<file path="config.mk">
export PLATFORM = sky130hd
export DESIGN_NAME = samp_selector
export DESIGN_NICKNAME = d
export VERILOG_FILES = /design/src/rtl/samp_selector_pkg.sv /design/src/rtl/samp_lfsr.sv /design/src/rtl/samp_interval.sv /design/src/rtl/samp_flight.sv /design/src/rtl/samp_collcnt.sv /design/src/rtl/samp_selector.sv
export SDC_FILE = /design/constraint.sdc
export NUM_CORES = 1
export LEC_CHECK = 0
export ABC_AREA = 0
export BUFFER_PORTS_ARGS = -buffer_cell sky130_fd_sc_hd__clkbuf_2
export CAP_MARGIN = 20
export CORE_UTILIZATION = 40
export CTS_CLUSTER_DIAMETER = 100
export CTS_CLUSTER_SIZE = 14
export DETAILED_ROUTE_END_ITERATION = 8
export GPL_TIMING_DRIVEN = 0
export PLACE_DENSITY = 0.55
export SETUP_SLACK_MARGIN = 0.2
export SYNTH_ARGS = -nofsm -noshare
export SYNTH_HDL_FRONTEND = slang
export SYNTH_SLANG_ARGS = --single-unit
</file>
<file path="constraint.sdc">
create_clock -name clk -period 4.3 [get_ports clk]
set_input_delay 0.43 -clock clk [delete_from_list [all_inputs] [get_ports clk]]
set_output_delay 0.43 -clock clk [all_outputs]
set_load 0.005 [all_outputs]
</file>
<file path="src/rtl/samp_selector_pkg.sv">
package samp_selector_pkg;

  localparam int          LFSR_W    = 16;
  localparam logic [15:0] LFSR_SEED = 16'hACE1;

  typedef enum logic {
    CNT_ARCH = 1'b0,
    CNT_UOP  = 1'b1
  } cnt_mode_e;

  // maximal-length Fibonacci step, taps 16,14,13,11
  function automatic logic [15:0] lfsr_next(input logic [15:0] s);
    return {s[14:0], s[15] ^ s[13] ^ s[12] ^ s[10]};
  endfunction

  function automatic logic op_eligible(input logic vld, input logic first,
                                       input cnt_mode_e mode);
    return vld && ((mode == CNT_UOP) || first);
  endfunction

endpackage

</file>
<file path="src/rtl/samp_lfsr.sv">
module samp_lfsr #(
  parameter int JIT_W = 4
) (
  input  logic             clk,
  input  logic             rst_n,
  input  logic             step,
  output logic [JIT_W-1:0] jit_bits
);
  import samp_selector_pkg::*;

  logic [LFSR_W-1:0] state_q;

  always_ff @(posedge clk) begin
    if (!rst_n)    state_q <= LFSR_SEED;
    else if (step) state_q <= lfsr_next(state_q);
  end

  assign jit_bits = state_q[JIT_W-1:0];

  logic unused_hi;
  assign unused_hi = ^state_q[LFSR_W-1:JIT_W];

endmodule

</file>
<file path="src/rtl/samp_interval.sv">
module samp_interval #(
  parameter int INT_W    = 16,
  parameter int JIT_W    = 4,
  parameter int MIN_IVAL = 8,
  localparam int RLD_W   = INT_W + 1
) (
  input  logic             clk,
  input  logic             rst_n,
  input  logic             eligible,
  input  logic             ival_we,
  input  logic [INT_W-1:0] ival_wdata,
  input  logic             jitter_en,
  input  logic [JIT_W-1:0] jit_bits,
  output logic             expire,
  output logic [RLD_W-1:0] reload_val
);

  localparam logic [INT_W-1:0] MIN_V = INT_W'(MIN_IVAL);

  function automatic logic [INT_W-1:0] clamp_ival(input logic [INT_W-1:0] v);
    return (v < MIN_V) ? MIN_V : v;
  endfunction

  function automatic logic [RLD_W-1:0] reload_calc(input logic [INT_W-1:0] ival,
                                                   input logic             jen,
                                                   input logic [JIT_W-1:0] jb);
    logic [RLD_W-1:0] add;
    add = jen ? RLD_W'(jb) : '0;
    return RLD_W'(ival) + add;
  endfunction

  logic [INT_W-1:0] ival_q;
  logic [RLD_W-1:0] cnt_q;

  assign expire     = eligible && (cnt_q == RLD_W'(1));
  assign reload_val = reload_calc(ival_q, jitter_en, jit_bits);

  always_ff @(posedge clk) begin
    if (!rst_n)       ival_q <= MIN_V;
    else if (ival_we) ival_q <= clamp_ival(ival_wdata);
  end

  always_ff @(posedge clk) begin
    if (!rst_n)        cnt_q <= RLD_W'(MIN_IVAL);
    else if (expire)   cnt_q <= reload_val;
    else if (eligible) cnt_q <= cnt_q - RLD_W'(1);
  end

endmodule

</file>
<file path="src/rtl/samp_flight.sv">
module samp_flight (
  input  logic clk,
  input  logic rst_n,
  input  logic expire,
  input  logic done,
  output logic accept,
  output logic collide,
  output logic busy
);

  logic busy_q;

  assign accept  = expire && (!busy_q || done);
  assign collide = expire && busy_q && !done;

  always_ff @(posedge clk) begin
    if (!rst_n)      busy_q <= 1'b0;
    else if (accept) busy_q <= 1'b1;
    else if (done)   busy_q <= 1'b0;
  end

  assign busy = busy_q;

endmodule

</file>
<file path="src/rtl/samp_collcnt.sv">
module samp_collcnt #(
  parameter int CNT_W = 8
) (
  input  logic             clk,
  input  logic             rst_n,
  input  logic             inc,
  input  logic             clr,
  output logic [CNT_W-1:0] count
);

  localparam logic [CNT_W-1:0] TOP = {CNT_W{1'b1}};

  function automatic logic [CNT_W-1:0] sat_inc(input logic [CNT_W-1:0] v);
    return (v == TOP) ? TOP : v + CNT_W'(1);
  endfunction

  logic [CNT_W-1:0] cnt_q;

  always_ff @(posedge clk) begin
    if (!rst_n)   cnt_q <= '0;
    else if (clr) cnt_q <= '0;
    else if (inc) cnt_q <= sat_inc(cnt_q);
  end

  assign count = cnt_q;

endmodule

</file>
<file path="src/rtl/samp_selector.sv">
module samp_selector #(
  parameter int INT_W      = 16,
  parameter int JIT_W      = 4,
  parameter int MIN_IVAL   = 8,
  parameter int CNT_W      = 8,
  parameter bit HAS_JITTER = 1'b1
) (
  input  logic             clk,
  input  logic             rst_n,
  input  logic             op_valid,
  input  logic             op_first,
  input  logic             count_mode,
  input  logic             done,
  input  logic             ival_we,
  input  logic [INT_W-1:0] ival_wdata,
  input  logic             jitter_en,
  input  logic             coll_clr,
  output logic             sample_tag,
  output logic             busy,
  output logic [CNT_W-1:0] coll_count
);
  import samp_selector_pkg::*;

  localparam int RLD_W = INT_W + 1;

  logic             elig_w;
  logic             expire_w;
  logic             accept_w;
  logic             collide_w;
  logic [JIT_W-1:0] jit_w;
  logic [RLD_W-1:0] reload_w;

  assign elig_w = op_eligible(op_valid, op_first, cnt_mode_e'(count_mode));

  generate
    if (HAS_JITTER) begin : g_jit
      samp_lfsr #(.JIT_W(JIT_W)) u_lfsr (
        .clk(clk), .rst_n(rst_n), .step(expire_w), .jit_bits(jit_w)
      );
    end else begin : g_nojit
      assign jit_w = '0;
    end
  endgenerate

  samp_interval #(.INT_W(INT_W), .JIT_W(JIT_W), .MIN_IVAL(MIN_IVAL)) u_ival (
    .clk(clk), .rst_n(rst_n), .eligible(elig_w), .ival_we(ival_we),
    .ival_wdata(ival_wdata), .jitter_en(jitter_en), .jit_bits(jit_w),
    .expire(expire_w), .reload_val(reload_w)
  );

  samp_flight u_flight (
    .clk(clk), .rst_n(rst_n), .expire(expire_w), .done(done),
    .accept(accept_w), .collide(collide_w), .busy(busy)
  );

  samp_collcnt #(.CNT_W(CNT_W)) u_coll (
    .clk(clk), .rst_n(rst_n), .inc(collide_w), .clr(coll_clr), .count(coll_count)
  );

  assign sample_tag = accept_w;

endmodule

</file>
[After elaboration in Yosys (flattened, before gate mapping)]
Index checks and enable logic that the tools add are counted.
Storage, ports and cells
  register bits: 58
  input bits: 25
  output and inout port bits: 10
  logic and storage cells: 34
Cells by class
  $add $sub $neg: 3
  magnitude comparators: 1
  equal/unequal tests: 2
  multiplexer cells: 7
  bitwise logic cells: 4
  reduce and logical (&&, ||, !) cells: 12
Operator list (count)
  17-bit two-way mux: 2
  16-bit by 17-bit adder with 17-bit output: 1
  17-bit by 1-bit == test with 1-bit output, second input constant: 1
  17-bit by 1-bit subtractor with 17-bit output, second input constant: 1
  16-bit by 4-bit less-than comparator with 1-bit output, second input constant: 1
  16-bit two-way mux: 1
  8-bit by 1-bit adder with 8-bit output, second input constant: 1
  8-bit == test, second input constant: 1
  8-bit two-way mux: 1
  1-bit logical AND: 5
  4-bit two-way mux: 1
  2-bit nonzero test: 2
  1-bit XOR: 3
  1-bit logical NOT: 2
  1-bit logical OR: 2
  1-bit two-way mux: 2
  2-bit OR reduction: 1
  1-bit inverter: 1

[Logic depth before layout (Yosys ltp)]
Gate-level depths: netlist (run 1).
  word-level depth: 5
  gate-level depth with buffers: 9

[By module]
Synthesis (run 1) repeated with hierarchy kept, for this count alone.
Second synthesis, totals
  cell total of the unflattened synthesis: 356
  area total of the unflattened synthesis: 3188.1 µm²
By module, submodules not included
  samp_interval: times used 1, cells an instance 251, area each 2093.3 µm², seq. area each 660.6 µm²
  samp_lfsr: times used 1, cells an instance 58, area each 660.6 µm², seq. area each 320.3 µm²
  samp_collcnt: times used 1, cells an instance 41, area each 372.9 µm², seq. area each 160.2 µm²
  samp_flight: times used 1, cells an instance 5, area each 53.8 µm², seq. area each 20.0 µm²
  samp_selector: times used 1, cells an instance 1, area each 7.5 µm², seq. area each 0.0 µm²

[Worst setup path after synthesis (run 1)]
OpenSTA, ideal clock, no wires.
  path type: reg-to-output
  start point: register u_ival.cnt_q[0]
  end point: output sample_tag
  arrival time: 1771 ps
  slack: 2099 ps
  stages on the path, launching flop included: 7
  buffers on the path: 1
  cell sequence: dfxtp_1 > ha_1 > nor4b_1 > nor3b_1 > nand3_2 > clkbuf_1 > nor2_1
On the way
  longest elaborated chain between the ends: 3
RTL lines
  start: declaration: RTL line samp_interval.sv:33  | logic [RLD_W-1:0] cnt_q;
  start signal: assignment: RTL line samp_interval.sv:44  | if (!rst_n) cnt_q <= RLD_W'(MIN_IVAL);
  start signal: assignment: RTL line samp_interval.sv:45  | else if (expire) cnt_q <= reload_val;
  start signal: assignment: RTL line samp_interval.sv:46  | else if (eligible) cnt_q <= cnt_q - RLD_W'(1);
  17-bit by 1-bit == test with 1-bit output: RTL line samp_interval.sv:35  | assign expire = eligible && (cnt_q == RLD_W'(1));
  1-bit logical AND: RTL line samp_interval.sv:35
  1-bit logical AND: RTL line samp_flight.sv:13  | assign accept = expire && (!busy_q || done);
  end: declaration: RTL line samp_selector.sv:18  | output logic sample_tag,
Every way passes these cells.

[Worst setup path after layout (run 1)]
Ends and elaborated chain as after synthesis.

==> qor.txt, run 1 <==
Status - completed
Setup Viol. Count Final - 0
Die area - 8178 sq um
Clock-pin slew on the worst setup and hold paths - 0.06 ns
VDD IR max - 0.2158 mV
Drt total wl - 7.697 mm
Fin. max-slew vios - 0
Antenna cell count - 0
GPL Wtd Cong - 0.8464
Worst-path maximum fanout - 10
Vias in the first global route - 2658
Share of cells above drive strength 1 - 15.96%
Post-Syn Nets - 411
Post-DP HPWL - 5.742 mm
Sw Ratio - 26.93%
Slew of the pin with the lowest slew margin - 0.6400 ns
Port Buffers - 33
Worst setup margin - 1.284 ns
Hold depth - 3
Slew headroom - 56.73%
Sequential element share of the synthesized area - 37.12%
Max-cap violations - 0
GR Overflow Total - 0
CP bufs+invs - 2
Leak - 0.001407 uW
Initial Util - 42.22%
Top Ports - 35
Commonest register cell after synthesis - dfxtp_1
Area grow syn2layout - 15.12%
Layout Skew - 0.009154 ns
Synthesized flop and latch total - 58
EDFF count, synth - 0
CP required - 3.87 ns
R2r endpoint - u_coll.count[2]
Worst EP arrival - 2.59 ns
Final hold vios - 0
Reg2Reg Depth - 6
CP peak stage delay - 0.53 ns
Row cnt - 31
CP Launch Type - flip-flop
Crit path max-delay family - simple AND/OR/NAND/NOR gates
Hold_sp - ival_wdata[2]
Kind of critical path - flip-flop to output pin
CTS H-tree lvls - 3
Vias per cell - 5.364
RSZ-0062 raised after global routing - false
Core area - 7408 sq um
Post-synth cell types - 60
Final period util - 70.15%
Die X-Extent - 90.43 um
Clock buffer depth - 2
Min-Delay Endpoint - u_ival.ival_q[2]
WHS - 0.3300 ns
Die height - 90.43 um
Fmax - 331.5 MHz
Initial DRC count - 142
Async SR Flop Fraction - 0%
Root Buffer - clkbuf_8
Largest net degree at the start of global routing - 11
Endpoint class of the critical path - output pin
All-Layer GR Usage - 20.30%
Hold crit path type - input port to flip-flop
Psw - 324.4 uW
Slowest CP cell - nor4b_1
Synth warn - 0
Clk pwr share - 40.2%
Mapped cell area - 3128 sq um
Int Pwr - 879.9 uW
Pre-CTS WS - 1.616 ns
Worst skew pair latency - 0.34 ns
Post-CTS sizing - 0
Synthesized area per cell - 8.275 sq um
CP Cell Sequence - ha_1 -> nor4b_1 -> nor3b_1 -> nand3_2 -> clkbuf_1 -> nor2_1 -> clkbuf_2
Hold Buf Count CTS - 0
Comb pwr share - 11.7%
WL per Instance - 14.66 um
First-pass DRT Iterations - 4
Seq pwr share - 48.1%
Residual DRC - 0
Tmin final - 3.016 ns
Pwr dens - 334.4 nW/um^2
Final net count - 455
Register-to-register setup slack - 1.81 ns
Antenna violations before repair - 0
First-pass GRT wire length - 13.14 mm
CTS buffer count - 9
Worst flop-to-flop path startpoint - u_ival.cnt_q[0]
CTS tree - yes
DRT antenna net count - 0
Setup Fix Bufs, Post-CTS - 0
Setup TNS - 0 ns
CTS sink cnt - 58
Vias - 2816
Syn Inst Count - 378
==> worst max path at each step <==
stage | startpoint | endpoint | slack [ns] | cells after the start
finish | u_ival.cnt_q[0] | sample_tag | 1.28 | 7
global route | u_ival.cnt_q[0] | sample_tag | 1.06 | 7
CTS | u_ival.cnt_q[0] | sample_tag | 1.24 | 7
detailed placement | u_ival.cnt_q[0] | sample_tag | 1.62 | 7
global placement | u_ival.cnt_q[0] | sample_tag | 1.64 | 7
floorplan | u_ival.cnt_q[0] | sample_tag | 2.10 | 6
==> metrics by stage <==
stage / power [uW] / util, % / instances / cell area [sq um]
global placement: 729.6 / 46.12 / 510 / 3417
global route: 1267 / 48.61 / 525 / 3601
floorplan: 687.8 / - / 378 / 3128
finish: 1204 / 48.61 / 525 / 3601
detailed placement: 731.9 / 46.12 / 510 / 3417
CTS: 1221 / 48.61 / 525 / 3601
==> logic make-up (layout without fill, tap and decap cells) <==
family | Yosys count | in the layout | share of synthesized area [%]
compound gates | 94 | 94 | 20.04
fa+ha+maj | 8 | 8 | 3.440
buf+inv | 27 | 75 | 4.200
mux | 12 | 12 | 3.840
xor+xnor | 12 | 12 | 3.360
simple gates | 167 | 167 | 28.00
flops | 58 | 58 | 37.12
==> power by group through the flow <==
stage | Clock (uW) | Combinational [uW] | Sequential [uW]
after global placement | 0 | 139 | 590
final | 484 | 141 | 579
after floorplan | 0 | 103 | 584
after global routing | 526 | 158 | 582
after CTS | 500 | 142 | 579
after detailed placement | 0 | 141 | 591
==> synthesized netlist by cell type (all sizes together), types with 5 or more instances <==
cell | number | area (sq um)
nor4 | 9 | 68.81
o21ai | 13 | 65.06
nand3 | 16 | 85.08
o21a | 8 | 60.06
nand2 | 53 | 198.9
dfxtp | 58 | 1161
nand4 | 5 | 46.29
nor2 | 31 | 132.6
and2 | 5 | 31.28
a211oi | 7 | 57.55
ha | 7 | 87.58
or4 | 5 | 41.29
xnor2 | 8 | 70.07
or2 | 5 | 31.28
a21oi | 28 | 140.1
o31ai | 6 | 45.04
mux2i | 12 | 120.1
a31oi | 5 | 31.28
clkbuf | 9 | 33.78
inv | 7 | 26.28
nor3 | 19 | 105.1
buf | 11 | 71.31
==> final cells by class <==
class	count	area (sq um)
timing repair buffer	33	165.2
clock inverter	5	56.30
multi-input combinational	293	1836
fill	761	3807
clock buffer	10	127.6
tap	99	123.9
buffer	20	105.1
inverter	7	26.28
sequential	58	1161
==> flip-flops by register name, indices dropped and copies added (netlist names) <==
signal / cells
u_ival.cnt_q: 17
u_ival.ival_q: 16
g_jit.u_lfsr.state_q: 16
u_coll.count: 8
u_flight.busy: 1
==> metal layers <==
layer  part of all wire [%]  routed length (um)  global-route usage [%]  vias up
li1                       -                   -                       -     1473
met1                     51                3957                   29.50     1275
met2                     43                3339                   29.96       60
met3                    4.0                 305                   3.283        8
met4                    1.2                  95                   7.527        0
met5                      0                   0                       0        -
==> worst register-to-register path: cells and delay by family (launching register included) <==
kind            cells  cell delay [ns]
compound gates      1             0.16
simple gates        4             1.64
flops               1             0.40
fa+ha+maj           1             0.16
==> placed cells by master, fill, tap and decap left out, types with 5 or more instances in the layout <==
| cell | n |
|---|---|
| inv_1 | 7 |
| o21ai_0 | 12 |
| a211oi_1 | 6 |
| a31oi_1 | 5 |
| a21oi_1 | 28 |
| nor4_1 | 7 |
| dfxtp_1 | 58 |
| and2_1 | 5 |
| nand3_1 | 15 |
| nand2_1 | 53 |
| nor3_1 | 17 |
| clkbuf_8 | 9 |
| xnor2_1 | 8 |
| clkbuf_1 | 10 |
| mux2i_1 | 12 |
| o31ai_1 | 6 |
| nor2_1 | 30 |
| o21a_1 | 8 |
| ha_1 | 7 |
| clkbuf_2 | 33 |
No activity file was read; power rests on OpenSTA's default activity.
==> run 2, diff against run 1 <==
- PLACE_DENSITY: 0.55 -> 0.57
- clock period: 4.3 -> 2.7 ns (I/O delays scaled with it)
==> run 2 against run 1 <==
Sequential share of layout area is 0.41 points lower. Sequential power rose by 60%. Clock skew is 0.0019 ns lower. Worst hold slack got worse by 0.16 ns. Total power up 56%. Critical path depth did not move. Core utilization grew 0.62 points. Register-to-register slack worse by 1.4 ns. Global-route usage grew 0.22 points. Count of clock-buffer cells in the layout rose by 1. Via count grew 2.3%. Critical path type unchanged.
==> qor.txt, run 2 (synthesis gave the netlist of run 1 again) <==
Worst EP arrival - 2.13 ns (was 2.59 ns)
Top Registers - u_ival.cnt_q: 17 flops, g_jit.u_lfsr.state_q: 16 flops, u_ival.ival_q: 16 flops (unchanged)
Die area - 8178 sq um (unchanged)
First-pass GRT wire length - 13.26 mm (was 13.14 mm)
Leak - 0.001415 uW (was 0.001407 uW)
DRT antenna net count - 0 (unchanged)
Pwr dens - 515.2 nW/um^2 (was 334.4 nW/um^2)
Fmax - 416.8 MHz
Initial Util - 42.22% (unchanged)
CTS tree - yes (unchanged)
WHS - 0.1659 ns (was 0.3300 ns)
Max reg flops - 17 (unchanged)
Final net count - 456 (was 455)
Vias - 2880 (was 2816)
Crit path max-delay family - simple AND/OR/NAND/NOR gates (unchanged)
Share of cells above drive strength 1 - 17.76% (was 15.96%)
Top Ports - 35 (unchanged)
WL per Instance - 14.97 um (was 14.66 um)
Final hold vios - 0 (unchanged)
Status - completed (unchanged)
Clock buffer depth - 2 (unchanged)
Max-cap violations - 0 (unchanged)
Worst skew pair latency - 0.34 ns (about the same)
Slew of the pin with the lowest slew margin - 0.7811 ns (was 0.6400 ns)
GPL Wtd Cong - 0.8256 (was 0.8464)
Layout Skew - 0.007239 ns (was 0.009154 ns)
CTS buffer count - 9 (unchanged)
Hold Buf Count CTS - 0 (unchanged)
Final Power - 1879 uW (was 1204 uW)
Post-DP HPWL - 5.724 mm (was 5.742 mm)
Post-route insts no fill - 527 (was 525)
Hold crit path type - input port to flip-flop (unchanged)
Area grow syn2layout - 16.60% (was 15.12%)
Slew headroom - 47.58% (was 56.73%)
Drt total wl - 7.890 mm (was 7.697 mm)
Initial DRC count - 222 (was 142)
CP required - 2.43 ns (was 3.87 ns)
CTS H-tree lvls - 3 (unchanged)
Vias per cell - 5.465 (was 5.364)
Fill cells - 754 (was 761)
RSZ-0062 raised after global routing - false (unchanged)
Most frequent cells in the layout - 58 x dfxtp_1, 53 x nand2_1, 33 x clkbuf_2 (unchanged)
First-pass DRT Iterations - 4 (unchanged)
CP Cell Sequence - buf_2 -> or4_4 -> nor2_4 -> nand3_4 -> clkbuf_4 -> nor2_1 -> clkbuf_2 (was ha_1 -> nor4b_1 -> nor3b_1 -> nand3_2 -> clkbuf_1 -> nor2_1 -> clkbuf_2)
Kind of critical path - flip-flop to output pin (unchanged)
Vias in the first global route - 2695 (was 2658)
Core area - 7408 sq um (unchanged)
Psw - 537.9 uW (was 324.4 uW)
CP Launch Type - flip-flop (unchanged)
Setup Viol. Count Final - 0 (unchanged)
Reg with most FFs - u_ival.cnt_q (unchanged)
GR Overflow Total - 0 (unchanged)
CTS sink cnt - 58 (unchanged)
CP bufs+invs - 3 (was 2)
Fin. max-slew vios - 0 (unchanged)
Root Buffer - clkbuf_8 (unchanged)
Port Buffers - 33 (unchanged)
Endpoint class of the critical path - output pin (unchanged)
CP peak stage delay - 0.57 ns (was 0.53 ns)
Antenna violations before repair - 0 (unchanged)
Sw Ratio - 28.63% (was 26.93%)
Worst-path maximum fanout - 10 (unchanged)
Row cnt - 31 (unchanged)
Setup TNS - 0 ns (unchanged)
Seq pwr share - 49.2% (was 48.1%)
Comb pwr share - 12.6% (was 11.7%)
Die X-Extent - 90.43 um (unchanged)
Largest net degree at the start of global routing - 11 (unchanged)
Most common cell after layout, fill and taps aside - dfxtp_1 (unchanged)
All-Layer GR Usage - 20.52% (was 20.30%)
Antenna cell count - 0 (unchanged)
Final period util - 88.85%
Clock-pin slew on the worst setup and hold paths - 0.07 ns (was 0.06 ns)
Residual DRC - 0 (unchanged)
Tmin final - 2.399 ns
Placed insts - 510 (unchanged)
Int Pwr - 1341 uW (was 879.9 uW)
Slowest CP cell - or4_4 (was nor4b_1)
Clk pwr share - 38.1% (was 40.2%)
Die height - 90.43 um (unchanged)
VDD IR max - 0.2516 mV (was 0.2158 mV)
## run 2: cell type report
class / count / area [sq um] / area share [%]
inverters: 7 / 26.28 / 0.7204
flip-flops and latches: 58 / 1161 / 31.84
clock inverters: 5 / 30.03 / 0.8233
plain buffers: 20 / 108.9 / 2.985
multi-input cells: 293 / 1883 / 51.63
repair buffers: 34 / 172.7 / 4.734
well taps: 99 / 123.9 / 3.396
clock buffers: 11 / 141.4 / 3.877
## run 2: final timing paths
| check | endpoint | slack, ns | startpoint | depth (start not counted) |
|---|---|---|---|---|
| max | sample_tag | 0.30 | u_ival.cnt_q[4] | 7 |
| max reg2reg | u_ival.cnt_q[12] | 0.39 | g_jit.u_lfsr.state_q[0] | 8 |
| min reg2reg | g_jit.u_lfsr.state_q[9] | 0.46 | g_jit.u_lfsr.state_q[9] | 2 |
| min | u_ival.ival_q[1] | 0.17 | ival_wdata[1] | 3 |
## run 2: repair_timing
item                       4_1_cts  5_1_grt
setup buffers                    0        1
setup endpoints to repair        3        1
gates resized for setup          9        2
## run 2: metrics by stage
step	cell area [sq um]	setup slack [ns]	util [%]
floorplan	3128	0.6586	-
global placement	3417	0.2086	46.12
detailed placement	3417	0.1631	46.12
CTS	3633	0.2257	49.05
global route	3647	0.2070	49.23
finish	3647	0.3010	49.23
## run 2: metal layers
metal	routed length (um)	vias to the layer above	track usage (%)	part of all wire, %
met4	105	0	7.661	1.3
met2	3466	62	31.30	44
li1	-	1481	-	-
met3	309	9	4.209	3.9
met1	4009	1328	28.42	51
met5	0	-	0	0
## run 2: worst min-delay path: stages
cell	delay [ns]
clkbuf_2	0.08
a22oi_1	0.05
nor2_1	0.07
## run 2: power groups by stage
| stage | Sequential [uW] | Combinational (uW) | Clock, uW |
|---|---|---|---|
| floorplan | 931 | 165 | 0 |
| global placement | 940 | 222 | 0 |
| detailed placement | 941 | 226 | 0 |
| CTS | 924 | 234 | 734 |
| global route | 930 | 265 | 766 |
| finish | 925 | 237 | 717 |
==> run 3, diff against run 2 <==
- CORE_ASPECT_RATIO: default -> 1.2
==> run 3 against run 2 <==
Clock skew down 0.0022 ns. Via count up 0.76%. Largest power group unchanged. Die area about the same. Clock power up 26%. Global-route usage about the same. Final cell count down 1.7%.
==> qor.txt, run 3 (synthesis gave the netlist of run 1 again) <==
Pwr dens - 560.5 nW/um^2 (was 515.2 nW/um^2)
Slew of the pin with the lowest slew margin - 0.7219 ns (was 0.7811 ns)
Die X-Extent - 82.73 um (was 90.43 um)
Residual DRC - 0 (unchanged)
GRT Max-Usage Layer - met2 (unchanged)
Status - completed (unchanged)
Slowest CP cell - or4_4 (unchanged)
All-Layer GR Usage - 20.56% (was 20.52%)
Clock buffer depth - 2 (unchanged)
DRT antenna net count - 0 (unchanged)
Top Registers - u_ival.cnt_q: 17 flops, g_jit.u_lfsr.state_q: 16 flops, u_ival.ival_q: 16 flops (unchanged)
CTS tree - yes (unchanged)
Max reg flops - 17 (unchanged)
Largest net degree at the start of global routing - 11 (unchanged)
Max-cap violations - 0 (unchanged)
Reg with most FFs - u_ival.cnt_q (unchanged)
Initial DRC count - 145 (was 222)
Final Power - 2064 uW (was 1879 uW)
Setup TNS - 0 ns (unchanged)
Die height - 98.87 um (was 90.43 um)
Most common cell after layout, fill and taps aside - dfxtp_1 (unchanged)
Final net count - 456 (unchanged)
Kind of critical path - flip-flop to output pin (unchanged)
Levels on crit path - 7 (unchanged)
Worst skew pair latency - 0.34 ns (about the same)
CP peak stage delay - 0.57 ns (about the same)
RSZ-0062 raised after global routing - false (unchanged)
Vias per cell - 5.602 (was 5.465)
GR Overflow Total - 0 (unchanged)
Most frequent cells in the layout - 58 x dfxtp_1, 53 x nand2_1, 33 x clkbuf_2 (unchanged)
CTS buffer count - 9 (unchanged)
CTS sink cnt - 58 (unchanged)
WHS - 0.1681 ns (was 0.1659 ns)
Worst-path maximum fanout - 10 (unchanged)
Endpoint class of the critical path - output pin (unchanged)
CP Launch Type - flip-flop (unchanged)
Core area - 7402 sq um (was 7408 sq um)
Final period util - 88.18% (was 88.85%)
Slew headroom - 51.55% (was 47.58%)
Post-DP HPWL - 5.774 mm (was 5.724 mm)
Area grow syn2layout - 17.76% (was 16.60%)
Hold depth - 3 (unchanged)
CP required - 2.43 ns (about the same)
Crit path max-delay family - simple AND/OR/NAND/NOR gates (unchanged)
VDD IR max - 0.3342 mV (was 0.2516 mV)
Fmax - 420.0 MHz (was 416.8 MHz)
Tmin final - 2.381 ns (was 2.399 ns)
Fin. max-slew vios - 0 (unchanged)
Vias in the first global route - 2573 (was 2695)
CTS H-tree lvls - 3 (unchanged)
Vias - 2902 (was 2880)
Antenna violations before repair - 0 (unchanged)
First-pass DRT Iterations - 4 (unchanged)
Antenna cell count - 0 (unchanged)
Layout Skew - 0.005045 ns (was 0.007239 ns)
GRT met2 Usage - 33.80% (was 31.30%)
Top Ports - 35 (unchanged)
Root Buffer - clkbuf_8 (unchanged)
Initial Util - 42.26% (was 42.22%)
Grt met1 use - 26.12% (was 28.42%)
Share of cells above drive strength 1 - 17.76% (unchanged)
Die area - 8179 sq um (was 8178 sq um)
Port Buffers - 33 (unchanged)
GPL Wtd Cong - 0.8478 (was 0.8256)
First-pass GRT wire length - 12.62 mm (was 13.26 mm)
Final hold vios - 0 (unchanged)
Clock-pin slew on the worst setup and hold paths - 0.07 ns (about the same)
Drt total wl - 7.857 mm (was 7.890 mm)
CP Cell Sequence - buf_2 -> or4_4 -> nor2_4 -> nand3_4 -> buf_4 -> nor2_1 -> clkbuf_2 (was buf_2 -> or4_4 -> nor2_4 -> nand3_4 -> clkbuf_4 -> nor2_1 -> clkbuf_2)
WL per Instance - 15.17 um (was 14.97 um)
Leak - 0.001439 uW (was 0.001415 uW)
Setup Viol. Count Final - 0 (unchanged)
Hold crit path type - input port to flip-flop (unchanged)
Worst EP arrival - 2.11 ns (was 2.13 ns)
CP bufs+invs - 3 (unchanged)
Met3 Use GR - 4.537% (was 4.209%)
Reg2Reg Depth - 8 (unchanged)
Row cnt - 34 (was 31)
## run 3: changes by cell type in the layout (fill, tap and decap cells not counted), sizes merged
| cell | delta |
|---|---|
| clkbuf | -1 |
| clkinvlp | -1 |
| clkinv | -1 |
| buf | +1 |
| bufinv | +2 |
## run 3: worst paths after layout
path	startpoint	slack (ns)	to
max	u_ival.cnt_q[4]	0.32	sample_tag
min reg2reg	g_jit.u_lfsr.state_q[4]	0.46	g_jit.u_lfsr.state_q[4]
max reg2reg	g_jit.u_lfsr.state_q[0]	0.41	u_ival.cnt_q[12]
min	ival_wdata[0]	0.17	u_ival.ival_q[0]
## run 3: report_power, final
group	switching, uW	internal [uW]
Combinational	133	102
Sequential	40.0	886
Clock	361	542
## run 3: cell type report
cell class | count | area (sq um)
fill | 753 | 3719
multi-input combinational | 293 | 1883
sequential | 58 | 1161
timing repair buffer | 34 | 172.7
clock buffer | 11 | 141.4
tap | 90 | 112.6
buffer | 20 | 108.9
clock inverter | 5 | 77.57
inverter | 7 | 26.28
## run 3: worst min-delay path, delay by kind of cell
family	cells	cell delay [ns]
simple gates	1	0.08
compound gates	1	0.05
buf+inv	1	0.07
## run 3: per-layer routing
layer	up-vias	part of all wire [%]
li1	1473	-
met1	1359	48
met2	59	47
met3	11	3.4
met4	0	1.5
met5	-	0
## run 3: stage by stage
stage	std cells	area [sq um]	utilization (%)	worst slack, ns
floorplan	378	3128	-	0.6586
global placement	501	3406	46.01	0.1401
detailed placement	501	3406	46.01	0.1406
CTS	517	3667	49.54	0.2187
global route	518	3684	49.76	0.2143
finish	518	3684	49.76	0.3192
## run 3: repair_timing
| item | in CTS | in global routing |
|---|---|---|
| setup endpoints to repair | 7 | 1 |
| hold buffers | 0 | 0 |
| buffers inserted | 0 | 1 |
| resized for setup | 9 | 3 |
